===== config.mk =====
export PLATFORM = sky130hd
export DESIGN_NAME = audio_clkgen
export DESIGN_NICKNAME = d
export VERILOG_FILES = /design/src/rtl/acg_pkg.sv /design/src/rtl/acg_regs.sv /design/src/rtl/acg_trig_sync.sv /design/src/rtl/acg_core.sv /design/src/rtl/audio_clkgen.sv
export SDC_FILE = /design/constraint.sdc
export NUM_CORES = 1
export LEC_CHECK = 0
export BUFFER_PORTS_ARGS = -buffer_cell sky130_fd_sc_hd__clkbuf_2
export CAP_MARGIN = 20
export CORE_UTILIZATION = 51
export DETAILED_ROUTE_END_ITERATION = 16
export PLACE_DENSITY_LB_ADDON = 0.12
export RECOVER_POWER = 50
export SLEW_MARGIN = 20
export SYNTH_ARGS = -nofsm -noshare
export SYNTH_HDL_FRONTEND = slang
export SYNTH_SLANG_ARGS = --single-unit

===== constraint.sdc =====
create_clock -name clk -period 18.8 [get_ports clk]
set_input_delay 1.88 -clock clk [delete_from_list [all_inputs] [get_ports clk]]
set_output_delay 1.88 -clock clk [all_outputs]
set_load 0.01 [all_outputs]

===== src/rtl/acg_pkg.sv =====
package acg_pkg;

    typedef enum logic [1:0] {
        ADDR_CTRL   = 2'd0,
        ADDR_CLKDIV = 2'd1,
        ADDR_FSDIV  = 2'd2,
        ADDR_FSCFG  = 2'd3
    } acg_addr_e;

    localparam int CTRL_EN_BIT  = 0;
    localparam int CTRL_RUN_BIT = 1;

endpackage


===== src/rtl/acg_regs.sv =====
module acg_regs
    import acg_pkg::*;
#(
    parameter int DATA_W = 32,
    parameter int DIV_W  = 20,
    parameter int PW_W   = 8
) (
    input  logic              clk,
    input  logic              rst_n,
    input  logic              wr,
    input  logic [1:0]        addr,
    input  logic [DATA_W-1:0] wdata,
    input  logic              running,
    output logic              en_eff,
    output logic [DIV_W-1:0]  cdiv,
    output logic [DIV_W-1:0]  fdiv,
    output logic [PW_W-1:0]   pw,
    output logic [DIV_W-1:0]  phase,
    output logic [DATA_W-1:0] rdata
);

    typedef struct packed {
        logic             en;
        logic [DIV_W-1:0] cdiv;
        logic [DIV_W-1:0] fdiv;
        logic [PW_W-1:0]  pw;
        logic [DIV_W-1:0] phase;
    } regs_t;

    regs_t r_d, r_q;
    logic  unused_wbits;

    // Next-state logic for the register file.
    always_comb begin
        r_d = r_q;
        if (wr) begin
            case (acg_addr_e'(addr))
                ADDR_CTRL:   r_d.en    = wdata[CTRL_EN_BIT];
                ADDR_CLKDIV: r_d.cdiv  = wdata[DIV_W-1:0];
                ADDR_FSDIV:  r_d.fdiv  = wdata[DIV_W-1:0];
                ADDR_FSCFG: begin
                    r_d.phase = wdata[DIV_W-1:0];
                    r_d.pw    = wdata[DATA_W-1 -: PW_W];
                end
                default: ;
            endcase
        end
    end

    always_ff @(posedge clk) begin
        if (!rst_n) r_q <= '0;
        else        r_q <= r_d;
    end

    // A write that clears enable takes effect in the core on the same edge.
    assign en_eff = r_d.en;
    assign cdiv   = r_q.cdiv;
    assign fdiv   = r_q.fdiv;
    assign pw     = r_q.pw;
    assign phase  = r_q.phase;

    always_comb begin
        rdata = '0;
        case (acg_addr_e'(addr))
            ADDR_CTRL: begin
                rdata[CTRL_EN_BIT]  = r_q.en;
                rdata[CTRL_RUN_BIT] = running;
            end
            ADDR_CLKDIV: rdata[DIV_W-1:0] = r_q.cdiv;
            ADDR_FSDIV:  rdata[DIV_W-1:0] = r_q.fdiv;
            ADDR_FSCFG: begin
                rdata[DIV_W-1:0]        = r_q.phase;
                rdata[DATA_W-1 -: PW_W] = r_q.pw;
            end
            default: ;
        endcase
    end

    assign unused_wbits = ^wdata;

endmodule


===== src/rtl/acg_trig_sync.sv =====
module acg_trig_sync #(
    parameter int STAGES = 2
) (
    input  logic clk,
    input  logic rst_n,
    input  logic trig,
    output logic rise
);

    logic [STAGES:0] sh_d, sh_q;

    always_comb begin
        sh_d = {sh_q[STAGES-1:0], trig};
    end

    always_ff @(posedge clk) begin
        if (!rst_n) sh_q <= '0;
        else        sh_q <= sh_d;
    end

    // Edge detect on the last synchronizer stage.
    assign rise = sh_q[STAGES-1] & ~sh_q[STAGES];

endmodule


===== src/rtl/acg_core.sv =====
module acg_core #(
    parameter int DIV_W = 20,
    parameter int PW_W  = 8
) (
    input  logic             clk,
    input  logic             rst_n,
    input  logic             en,
    input  logic             start,
    input  logic [DIV_W-1:0] cdiv_cfg,
    input  logic [DIV_W-1:0] fdiv_cfg,
    input  logic [PW_W-1:0]  pw_cfg,
    input  logic [DIV_W-1:0] phase_cfg,
    output logic             bclk,
    output logic             fsync,
    output logic             running
);

    localparam int LEN_W = DIV_W + PW_W;

    typedef struct packed {
        logic             running;
        logic             bclk;
        logic             fs;
        logic [DIV_W-1:0] ccnt;
        logic [DIV_W-1:0] fcnt;
        logic [DIV_W-1:0] cdiv_a;
        logic [DIV_W-1:0] fdiv_a;
        logic [PW_W-1:0]  pw_a;
    } core_t;

    core_t st_d, st_q;

    function automatic logic [DIV_W-1:0] clamp2(input logic [DIV_W-1:0] v);
        return (v < DIV_W'(2)) ? DIV_W'(2) : v;
    endfunction

    function automatic logic [DIV_W:0] high_len(input logic [DIV_W-1:0] c);
        return ({1'b0, c} + (DIV_W+1)'(1)) >> 1;
    endfunction

    function automatic logic [LEN_W-1:0] fs_len(input logic [PW_W-1:0] w,
                                                 input logic [DIV_W-1:0] c);
        return (w == '0) ? LEN_W'(1) : (LEN_W'(w) * LEN_W'(c));
    endfunction

    logic [DIV_W-1:0] cd_reg, fd_reg, cd_use, ph_use;
    logic [PW_W-1:0]  pw_use;
    logic [DIV_W:0]   cinc, finc;
    logic             wrap;

    always_comb begin
        st_d   = st_q;
        cd_reg = clamp2(cdiv_cfg);
        fd_reg = clamp2(fdiv_cfg);
        ph_use = (phase_cfg < fd_reg) ? phase_cfg : '0;
        cinc   = {1'b0, st_q.ccnt} + (DIV_W+1)'(1);
        finc   = {1'b0, st_q.fcnt} + (DIV_W+1)'(1);
        wrap   = finc >= {1'b0, st_q.fdiv_a};
        cd_use = wrap ? cd_reg : st_q.cdiv_a;
        pw_use = wrap ? pw_cfg : st_q.pw_a;

        if (!en) begin
            st_d.running = 1'b0;
            st_d.bclk    = 1'b0;
            st_d.fs      = 1'b0;
            st_d.ccnt    = '0;
            st_d.fcnt    = '0;
        end else if (!st_q.running) begin
            if (start) begin
                st_d.running = 1'b1;
                st_d.cdiv_a  = cd_reg;
                st_d.fdiv_a  = fd_reg;
                st_d.pw_a    = pw_cfg;
                st_d.ccnt    = '0;
                st_d.fcnt    = ph_use;
                st_d.bclk    = 1'b1;
                st_d.fs      = LEN_W'(ph_use) < fs_len(pw_cfg, cd_reg);
            end
        end else begin
            if (wrap) begin
                st_d.fcnt   = '0;
                st_d.cdiv_a = cd_reg;
                st_d.fdiv_a = fd_reg;
                st_d.pw_a   = pw_cfg;
            end else begin
                st_d.fcnt   = finc[DIV_W-1:0];
            end
            st_d.ccnt = (cinc >= {1'b0, cd_use}) ? '0 : cinc[DIV_W-1:0];
            st_d.bclk = {1'b0, st_d.ccnt} < high_len(cd_use);
            st_d.fs   = LEN_W'(st_d.fcnt) < fs_len(pw_use, cd_use);
        end
    end

    always_ff @(posedge clk) begin
        if (!rst_n) st_q <= '0;
        else        st_q <= st_d;
    end

    assign bclk    = st_q.bclk;
    assign fsync   = st_q.fs;
    assign running = st_q.running;

endmodule


===== src/rtl/audio_clkgen.sv =====
module audio_clkgen #(
    parameter int DATA_W      = 32,
    parameter int DIV_W       = 20,
    parameter int PW_W        = 8,
    parameter int SYNC_STAGES = 2
) (
    input  logic              clk,
    input  logic              rst_n,
    input  logic              reg_wr,
    input  logic [1:0]        reg_addr,
    input  logic [DATA_W-1:0] reg_wdata,
    output logic [DATA_W-1:0] reg_rdata,
    input  logic              trig_in,
    output logic              bclk_out,
    output logic              fsync_out
);

    logic             en_eff, trig_rise, running;
    logic [DIV_W-1:0] cdiv, fdiv, phase;
    logic [PW_W-1:0]  pw;

    acg_regs #(.DATA_W(DATA_W), .DIV_W(DIV_W), .PW_W(PW_W)) u_regs (
        .clk     (clk),
        .rst_n   (rst_n),
        .wr      (reg_wr),
        .addr    (reg_addr),
        .wdata   (reg_wdata),
        .running (running),
        .en_eff  (en_eff),
        .cdiv    (cdiv),
        .fdiv    (fdiv),
        .pw      (pw),
        .phase   (phase),
        .rdata   (reg_rdata)
    );

    acg_trig_sync #(.STAGES(SYNC_STAGES)) u_sync (
        .clk   (clk),
        .rst_n (rst_n),
        .trig  (trig_in),
        .rise  (trig_rise)
    );

    acg_core #(.DIV_W(DIV_W), .PW_W(PW_W)) u_core (
        .clk       (clk),
        .rst_n     (rst_n),
        .en        (en_eff),
        .start     (trig_rise),
        .cdiv_cfg  (cdiv),
        .fdiv_cfg  (fdiv),
        .pw_cfg    (pw),
        .phase_cfg (phase),
        .bclk      (bclk_out),
        .fsync     (fsync_out),
        .running   (running)
    );

endmodule


==> results of run 1 <==
[registers in the layout (all words and copies together), names as in the netlist]
name / flops
u_core.bclk: 1
u_core.fsync: 1
u_core.running: 1
u_core.st_q: 88
u_regs.cdiv: 20
u_regs.fdiv: 20
u_regs.phase: 20
u_regs.pw: 8
u_regs.r_q: 1
u_sync.sh_q: 3
[per-layer routing]
layer / vias up / wire (um) / GRT usage
li1: 8919 / - / -
met1: 9314 / 27800 / 0.408
met2: 662 / 30200 / 0.497
met3: 121 / 4550 / 0.0513
met4: 0 / 2360 / 0.123
met5: - / 0 / 0
[cell families after synthesis]
group	synth area share
xor gates and xnor gates	0.0322
adders and majority gates	0.326
buffers and inverters	0.0814
DFF	0.152
muxes	0.0276
AOI/OAI and AO/OA	0.158
other	0.000174
and+or+nand+nor	0.222
[per-stage QoR]
step                      hold WS [ps]  instances  utilization  cell area [um2]  worst slack, ps
after detailed placement           423       3202        0.541            22300             5760
after CTS                          442       3234        0.557            22900             5740
final                              440       3235        0.556            22900             5560
after global routing               488       3234        0.556            22900             4810
after global placement             413       3202        0.541            22300             5920
after floorplan                    412       2699            -            21500             8890
[critical path: cells and delay by family, from the launching register on]
kind                       cells  cell delay [ps]
DFF                            1              490
muxes                          1              730
adders and majority gates      8             3330
and+or+nand+nor               12             2830
buffers and inverters          6             1250
AOI/OAI and AO/OA             15             3950
xor gates and xnor gates       1              380
[report_power, final]
group          internal, mW  switching [mW]
registers             0.350         0.00759
clock network         0.196           0.176
logic                0.0563           0.117
total                 0.602           0.301
[how the worst max path moves through the flow]
stage | from | end | cells past startpoint
floorplan | u_core.st_q[50] | u_core.fsync | 45
global placement | u_core.st_q[48] | u_core.fsync | 43
detailed placement | u_core.st_q[48] | u_core.fsync | 43
CTS | u_core.st_q[48] | u_core.fsync | 43
global route | u_core.st_q[48] | u_core.fsync | 43
finish | u_core.st_q[48] | u_core.fsync | 43
[synthesized netlist by cell type (all sizes together) (18+ instances only)]
cell type / n / area share
nand2: 480 / 0.084
nor4: 19 / 0.0062
a21o: 20 / 0.0070
inv: 303 / 0.053
a211oi: 20 / 0.0074
xor2: 18 / 0.0073
xnor2: 61 / 0.025
nor2: 189 / 0.033
nor3: 19 / 0.0049
ha: 215 / 0.13
a22oi: 28 / 0.0098
nor2b: 29 / 0.0084
and2: 97 / 0.028
nand2b: 31 / 0.0090
and3: 47 / 0.014
a22o: 19 / 0.0077
nand3: 50 / 0.012
dfxtp: 163 / 0.15
a21boi: 116 / 0.040
a21oi: 98 / 0.023
o21ai: 77 / 0.018
buf: 27 / 0.0080
clkbuf: 118 / 0.021
nand4: 26 / 0.0076
fa: 216 / 0.20
mux2i: 33 / 0.018
[layout make-up]
| type | count | area [um2] | area share |
|---|---|---|---|
| clock buffers | 18 | 439 | 0.0192 |
| diodes | 1 | 2.50 | 0.000109 |
| clock inverters | 14 | 184 | 0.00803 |
| flip-flops and latches | 163 | 3260 | 0.142 |
| inverters | 303 | 1140 | 0.0497 |
| multi-input cells | 2088 | 16500 | 0.722 |
| repair buffers | 116 | 684 | 0.0299 |
| well taps | 532 | 666 | 0.0291 |
==> flow_summary.toml, run 1 <==
[detailed_routing]
vias_per_cell = 5.88
wl_per_cell_um = 20.1
drc = 0
first_pass_iters = 6
via_count = 19000
first_iter_violations = 1470
routed_wl_mm = 64.9
ant_nets = 0

[clock_tree]
postCtsSetupBuffers = 0
clkTransAtPathRegs_ps = 80
clk_path_buf_depth = 2
clk_latency_ps = 470
cts_hold_buf = 0
cts_tree = "done"
h-tree-depth = 4
cts-resized-gates = 0
cts_root_buf = "clkbuf_16"
numCtsBuffers = 17
cts_num_sinks = 163

[global_routing]
grt_pass1_wl_mm = 104
track_usage = 0.307
antenna_found_initial = 2
grt_max_degree = 77
grt_overflow = 0
first_global_vias = 19000

[die]
dieArea_um2 = 43000
core_area_um2 = 41200
initial_core_util = 0.522
rows = 74
die_h_um = 207
die_width_um = 207
num_io_pins = 72

[timing]
relSlewSlack = -0.867
setup_viol = 0
hold_violations = 0
rsz0062_at_grt = "no"
finalSetupTns_ps = 0
drv_slew = 221
finalCriticalPeriod_ps = 13240
timing.final.crit_share = 0.704
finalClockSkew_ps = 22.1
fmax_mhz = 75.5
worst_pin_slew_ps = 2800

[yosys]
ys_async_sr_fraction = 0
syn_area_um2 = 21500
synth.distinct_cells = 87
synth_seq_cells = 163
postSynthCellCount = 2696
syn_area_per_cell_um2 = 7.98
ys_seq_area_frac = 0.152
synth-main-ff-cell = "dfxtp_1"
ys_warn_count = 0
synth_edf_count = 0

[place]
portBuffers = 63
dp_hpwl_mm = 49.6
place_congestion = 0.923

[finish]
nFillCells = 3923
layout_common_cells = "nand2_1, inv_1, fa_1"
area_growth_pct = 6.50
drive_above_1_share = 0.0703
final_common_cell = "nand2_1"
fin_nets = 3158

[critical_path]
r2r_slack_ps = 5560
arrival_ps = 13500
start_kind = "flip-flop"
crit_required_ps = 19060
slowest_delay_ps = 730
timing.rr.start = "u_core.st_q[48]"
end_kind = "flip-flop"
r2r-end = "u_core.fsync"
reg2regPathDepth = 43
worstSetupPathType = "reg2reg"
critical_path.max_fanout = 67
crit_path_top_delay_cell = "mux2i_1"

[outcome]
status = "complete, but fails checks"
violations = "capacitance limit, slew limit"

[min_path]
min_path_type = "reg2reg"
hold_path_depth = 1
min_delay_worst_endpoint = "u_sync.sh_q[1]"
min_from = "u_sync.sh_q[0]"

[pwr]
power-per-cell-area_nw_per_um2 = 39.4
p_leak_nw = 10.3
power.total_mw = 0.903
irDropWorstVdd_mv = 0.0442

[run]
cap_violations = 4
Power figures use the tool's default switching activity.
==> inputs of run 2 (changes only) <==
- ABC_AREA: default -> 1
- clock period: 18.8 -> 12.25 ns (I/O delays scaled with it)
==> run 2 against run 1 <==
The run still ends with capacitance limit, slew limit left. Via count grew 0.98%. Synthesized cell count is 11% higher. Area after synthesis shrank 2.6%. Largest power group is now combinational logic. Critical path depth increased by 3. Total power is 100% higher. Sequential share of layout area grew 0.49 points. Largest cell class unchanged. Combinational power rose to 4.0 times the previous value. Hold slack worse by 23 ps.
==> flow_summary.toml, run 2 <==
[clock_tree]
numCtsBuffers = 17
clkTransAtPathRegs_ps = 70
cts_hold_buf = 0
cts_num_sinks = 163
cts_tree = "done"
h-tree-depth = 4
cts_root_buf = "clkbuf_16"
clk_path_buf_depth = 2
clk_latency_ps = 460
cts-resized-gates = 0
postCtsSetupBuffers = 0

[yosys]
synth.distinct_cells = 57
ys_top_cells_by_area = "fa_1, dfxtp_1, ha_1"
syn_area_per_cell_um2 = 7.02
postSynthCellCount = 2984
synth.most_common_cell = "nand2_1"
synth_top_cell_area_share = 0.207
syn_area_um2 = 20900
ys_seq_area_frac = 0.156
synth_edf_count = 0
ys_async_sr_fraction = 0
yosys.area.top_type = "fa_1"
synth-main-ff-cell = "dfxtp_1"
ys_warn_count = 0
synth_common_cells = "nand2_1, inv_1, nor2_1"
synth_seq_cells = 163

[global_routing]
grt_max_degree = 64
antenna_found_initial = 0
grt_pass1_wl_mm = 99.8
track_usage = 0.307
first_global_vias = 19000
grt_overflow = 0

[die]
dieArea_um2 = 41900
initial_core_util = 0.522
num_io_pins = 72
core_area_um2 = 40100
rows = 73
die_width_um = 205
die_h_um = 205

[detailed_routing]
routed_wl_mm = 61.9
ant_nets = 0
wl_per_cell_um = 17.7
drc = 0
via_count = 19200
vias_per_cell = 5.48
first_iter_violations = 1439
first_pass_iters = 5

[pwr]
p_leak_nw = 11.2
pwr-share-comb = 0.382
p_int_mw = 1.05
power-per-cell-area_nw_per_um2 = 81.6
power.share.clock = 0.301
pwr-share-seq = 0.317
p_sw_mw = 0.762
power.total_mw = 1.81
irDropWorstVdd_mv = 0.105
switching_share = 0.422

[timing]
fmax_mhz = 99.2
finalSetupTns_ps = 0
worst_pin_slew_ps = 2370
finalCriticalPeriod_ps = 10080
timing.final.crit_share = 0.823
hold_violations = 0
layout_setup_ws_ps = 2170
rsz0062_at_grt = "no"
relSlewSlack = -0.577
drv_slew = 163
setup_viol = 0
finalClockSkew_ps = 18.6

[critical_path]
worstSetupPathType = "reg2reg"
crit_path_top_delay_cell = "fa_1"
reg2regPathDepth = 46
arrival_ps = 10490
end_kind = "flip-flop"
crit_required_ps = 12660
slowest_delay_ps = 560
path_common_cell = "inv_1"
critical_path.max_fanout = 39
start_kind = "flip-flop"

[min_path]
min_path_type = "reg2reg"
hold_path_depth = 2

[outcome]
violations = "capacitance limit, slew limit"
status = "complete, but fails checks"

[finish]
regArea_um2 = 3260
multi_input_area_um2 = 15100
layout_common_cells = "nand2_1, inv_1, nor2_1"
final_common_cell = "nand2_1"
fin_nets = 3434
nFillCells = 3979
instances_no_fill = 3503
drive_above_1_share = 0.0547
largest_register_ff_count = 88
antenna_cells = 0
area_growth_pct = 5.74
top_register = "u_core.st_q"
final_cell_area_um2 = 22100

[place]
place_congestion = 1.00
placed_area_um2 = 21600
dp_slack_ps = 2300
dp_cells = 3469
dp_hpwl_mm = 49.6
portBuffers = 63

[run]
cap_violations = 3
run 2: changes by cell type in the layout (fill, tap and decap cells not counted), moves of 31 or more:
cell,change
inv_1,+247
buf_4,-35
and3_1,-43
nor2_1,+100
a21oi_1,+145
a21boi_0,-110
nand2b_1,-31
nand2_1,+157
xnor2_1,-55
and2_1,-92
o21ai_0,+89
run 2: final cells by class:
class	count	share of cell area
inverter	568	0.0967
clock inverter	15	0.00689
tap	525	0.0297
multi-input combinational	2134	0.680
clock buffer	17	0.0192
sequential	163	0.147
timing repair buffer	81	0.0199
run 2: stage by stage:
stage | hold slack (ps) | util
after floorplan | 390 | -
after global placement | 402 | 0.538
after detailed placement | 405 | 0.538
after CTS | 425 | 0.552
after global routing | 443 | 0.552
final | 418 | 0.552
run 2: per-layer routing:
| layer | track usage | wire (um) | share of wire | up-vias |
|---|---|---|---|---|
| met3 | 0.0409 | 3540 | 0.057 | 118 |
| met2 | 0.507 | 28700 | 0.46 | 578 |
| met4 | 0.127 | 2330 | 0.038 | 0 |
| met5 | 0 | 0 | 0 | - |
| li1 | - | - | - | 9349 |
| met1 | 0.402 | 27300 | 0.44 | 9158 |
run 2: path summary, 6_finish.rpt:
kind,slack [ps],to,start
setup / recovery,2170,u_core.fsync,u_core.st_q[48]
hold / removal,420,u_sync.sh_q[1],u_sync.sh_q[0]
setup reg to reg,2170,u_core.fsync,u_core.st_q[48]
hold reg to reg,420,u_sync.sh_q[1],u_sync.sh_q[0]
run 2: worst max-delay path: cells and delay by family, from the launching register on:
kind            cells  cell delay [ps]
compound gates      8             1410
xor+xnor            1              220
fa+ha+maj           7             3050
buf+inv             9             1410
flops               1              420
simple gates       21             3490
run 2: kinds of logic (layout without fill, tap and decap cells):
family,Yosys count,after routing,share of synthesized area
adder cells (fa/ha/maj),431,431,0.335
multiplexers,1,1,0.000478
other,1,4,0.000179
AO/OA/AOI/OAI,516,516,0.136
flip-flops,163,163,0.156
XOR/XNOR,46,46,0.0192
AND/OR/NAND/NOR,1136,1136,0.227
buffers and inverters,690,681,0.127
run 2: power groups by stage:
stage / Clock [mW] / Sequential, mW / Combinational [mW]
floorplan: 0 / 0.561 / 0.505
global placement: 0 / 0.584 / 0.668
detailed placement: 0 / 0.584 / 0.680
CTS: 0.548 / 0.572 / 0.686
global route: 0.568 / 0.575 / 0.782
finish: 0.544 / 0.573 / 0.691
==> inputs of run 3 (changes only) <==
- clock period: 12.25 -> 9.6 ns (I/O delays scaled with it)
==> run 3 against run 2 <==
The flow still finishes with violations (capacitance limit, slew limit). Die area did not move. Worst setup slack got worse by 1600 ps. Cell area rose by 1.3%. Clock-buffer cell count rose by 2. Sequential share of layout area fell by 0.19 points. Clock power rose by 33%. First-iteration DRC count rose by 3.4%. Total power rose by 31%. Maximum frequency rose by 12%. Register-to-register slack got worse by 1600 ps. Cell count rose by 0.74%. Via count rose by 2.3%. Critical path type unchanged. Highest routed layer unchanged.
==> flow_summary.toml, run 3 (synthesis results as in run 2) <==
[clock_tree]
clk_path_buf_depth = 2
cts_tree = "done"
cts_num_sinks = 163
h-tree-depth = 4
cts_hold_buf = 0
clk_latency_ps = 460
cts_root_buf = "clkbuf_16"
clkTransAtPathRegs_ps = 70
numCtsBuffers = 17

[finish]
fin_nets = 3460
layout_common_cells = "nand2_1, inv_1, nor2_1"
largest_register_ff_count = 88
post-route-util = 0.559
final_cell_area_um2 = 22400
final_common_cell = "nand2_1"
area_growth_pct = 7.12
drive_above_1_share = 0.0686
instances_no_fill = 3529
nFillCells = 3949
top_register = "u_core.st_q"
antenna_cells = 0

[detailed_routing]
routed_wl_mm = 63.9
first_iter_violations = 1488
via_count = 19600
ant_nets = 0
drc = 0
vias_per_cell = 5.57
wl_per_cell_um = 18.1
first_pass_iters = 6

[pwr]
irDropWorstVdd_mv = 0.136
power-per-cell-area_nw_per_um2 = 106
p_leak_nw = 11.4
power.total_mw = 2.37

[die]
initial_core_util = 0.522
rows = 73
core_area_um2 = 40100
die_h_um = 205
dieArea_um2 = 41900
num_io_pins = 72
die_width_um = 205

[timing]
hold_violations = 0
setup_viol = 0
drv_slew = 163
relSlewSlack = -0.646
finalClockSkew_ps = 14.5
layout_setup_ws_ps = 606
fmax_mhz = 111
finalSetupTns_ps = 0
worst_pin_slew_ps = 2470
timing.final.crit_share = 0.937
finalCriticalPeriod_ps = 8990
timing.hold.ws_ps = 429

[critical_path]
crit_path_top_delay_cell = "fa_1"
critical_path.max_fanout = 15
r2r_slack_ps = 610
timing.rr.start = "u_core.st_q[50]"
slowest_delay_ps = 560
crit_required_ps = 9960
r2r-end = "u_core.fsync"
path_common_cell = "inv_1"
end_kind = "flip-flop"
worstSetupPathType = "reg2reg"
reg2regPathDepth = 47
start_kind = "flip-flop"
arrival_ps = 9360

[outcome]
violations = "capacitance limit, slew limit"
status = "complete, but fails checks"

[min_path]
min_delay_worst_endpoint = "u_sync.sh_q[2]"
hold_path_depth = 2
min_path_type = "reg2reg"
min_from = "u_sync.sh_q[1]"

[global_routing]
antenna_found_initial = 0
first_global_vias = 19200
grt_max_degree = 66
grt_pass1_wl_mm = 101
track_usage = 0.312
grt_overflow = 0

[place]
dp_cells = 3495
dp_slack_ps = 341
dp_hpwl_mm = 51.4
place_congestion = 0.980
placed_area_um2 = 21800
portBuffers = 63

[run]
cap_violations = 3
[run 3: changes by cell type in the layout (fill, tap and decap cells not counted), sizes merged]
cell	previous run	this run
clkbuf	82	84
clkinvlp	3	2
clkinv	13	10
bufinv	1	3
buf	16	42
[run 3: area by class of cell]
cell class                      count  area, um2  share of cell area
Clock inverter                     13        170             0.00759
Clock buffer                       19        433              0.0193
Timing Repair Buffer              107        628              0.0280
Multi-Input combinational cell   2134      15100               0.674
Sequential cell                   163       3260               0.146
Tap cell                          525        657              0.0293
Inverter                          568       2160              0.0961
[run 3: worst max-delay path: cells and delay by family, from the launching register on]
family / cells / cell delay, ps
compound gates: 6 / 990
flops: 1 / 400
simple gates: 24 / 3380
xor+xnor: 1 / 240
fa+ha+maj: 7 / 2920
buf+inv: 9 / 950
[run 3: report_power, final]
group,switching [mW],total (mW),internal (mW),leakage [nW]
registers,0.0399,0.734,0.695,1.32
logic,0.618,0.914,0.296,9.77
clock network,0.311,0.725,0.414,0.296
total,0.970,2.37,1.40,11.4
[run 3: how the worst max path moves through the flow]
stage	endpoint	from	cells past startpoint
global route	u_core.fsync	u_core.st_q[50]	48
floorplan	u_core.fsync	u_core.st_q[50]	49
detailed placement	u_core.fsync	u_core.st_q[48]	46
global placement	u_core.fsync	u_core.st_q[48]	46
finish	u_core.fsync	u_core.st_q[50]	47
CTS	u_core.fsync	u_core.st_q[48]	46
[run 3: repair_timing]
action,CTS,global route
setup endpoints to repair,0,1
setup buffers,0,2
gates resized for setup,0,27
[run 3: metal layers]
metal | vias up | global-route usage | part of all wire
met5 | - | 0 | 0
met1 | 9421 | 0.403 | 0.42
met4 | 0 | 0.129 | 0.039
met3 | 145 | 0.0426 | 0.069
li1 | 9381 | - | -
met2 | 696 | 0.520 | 0.47
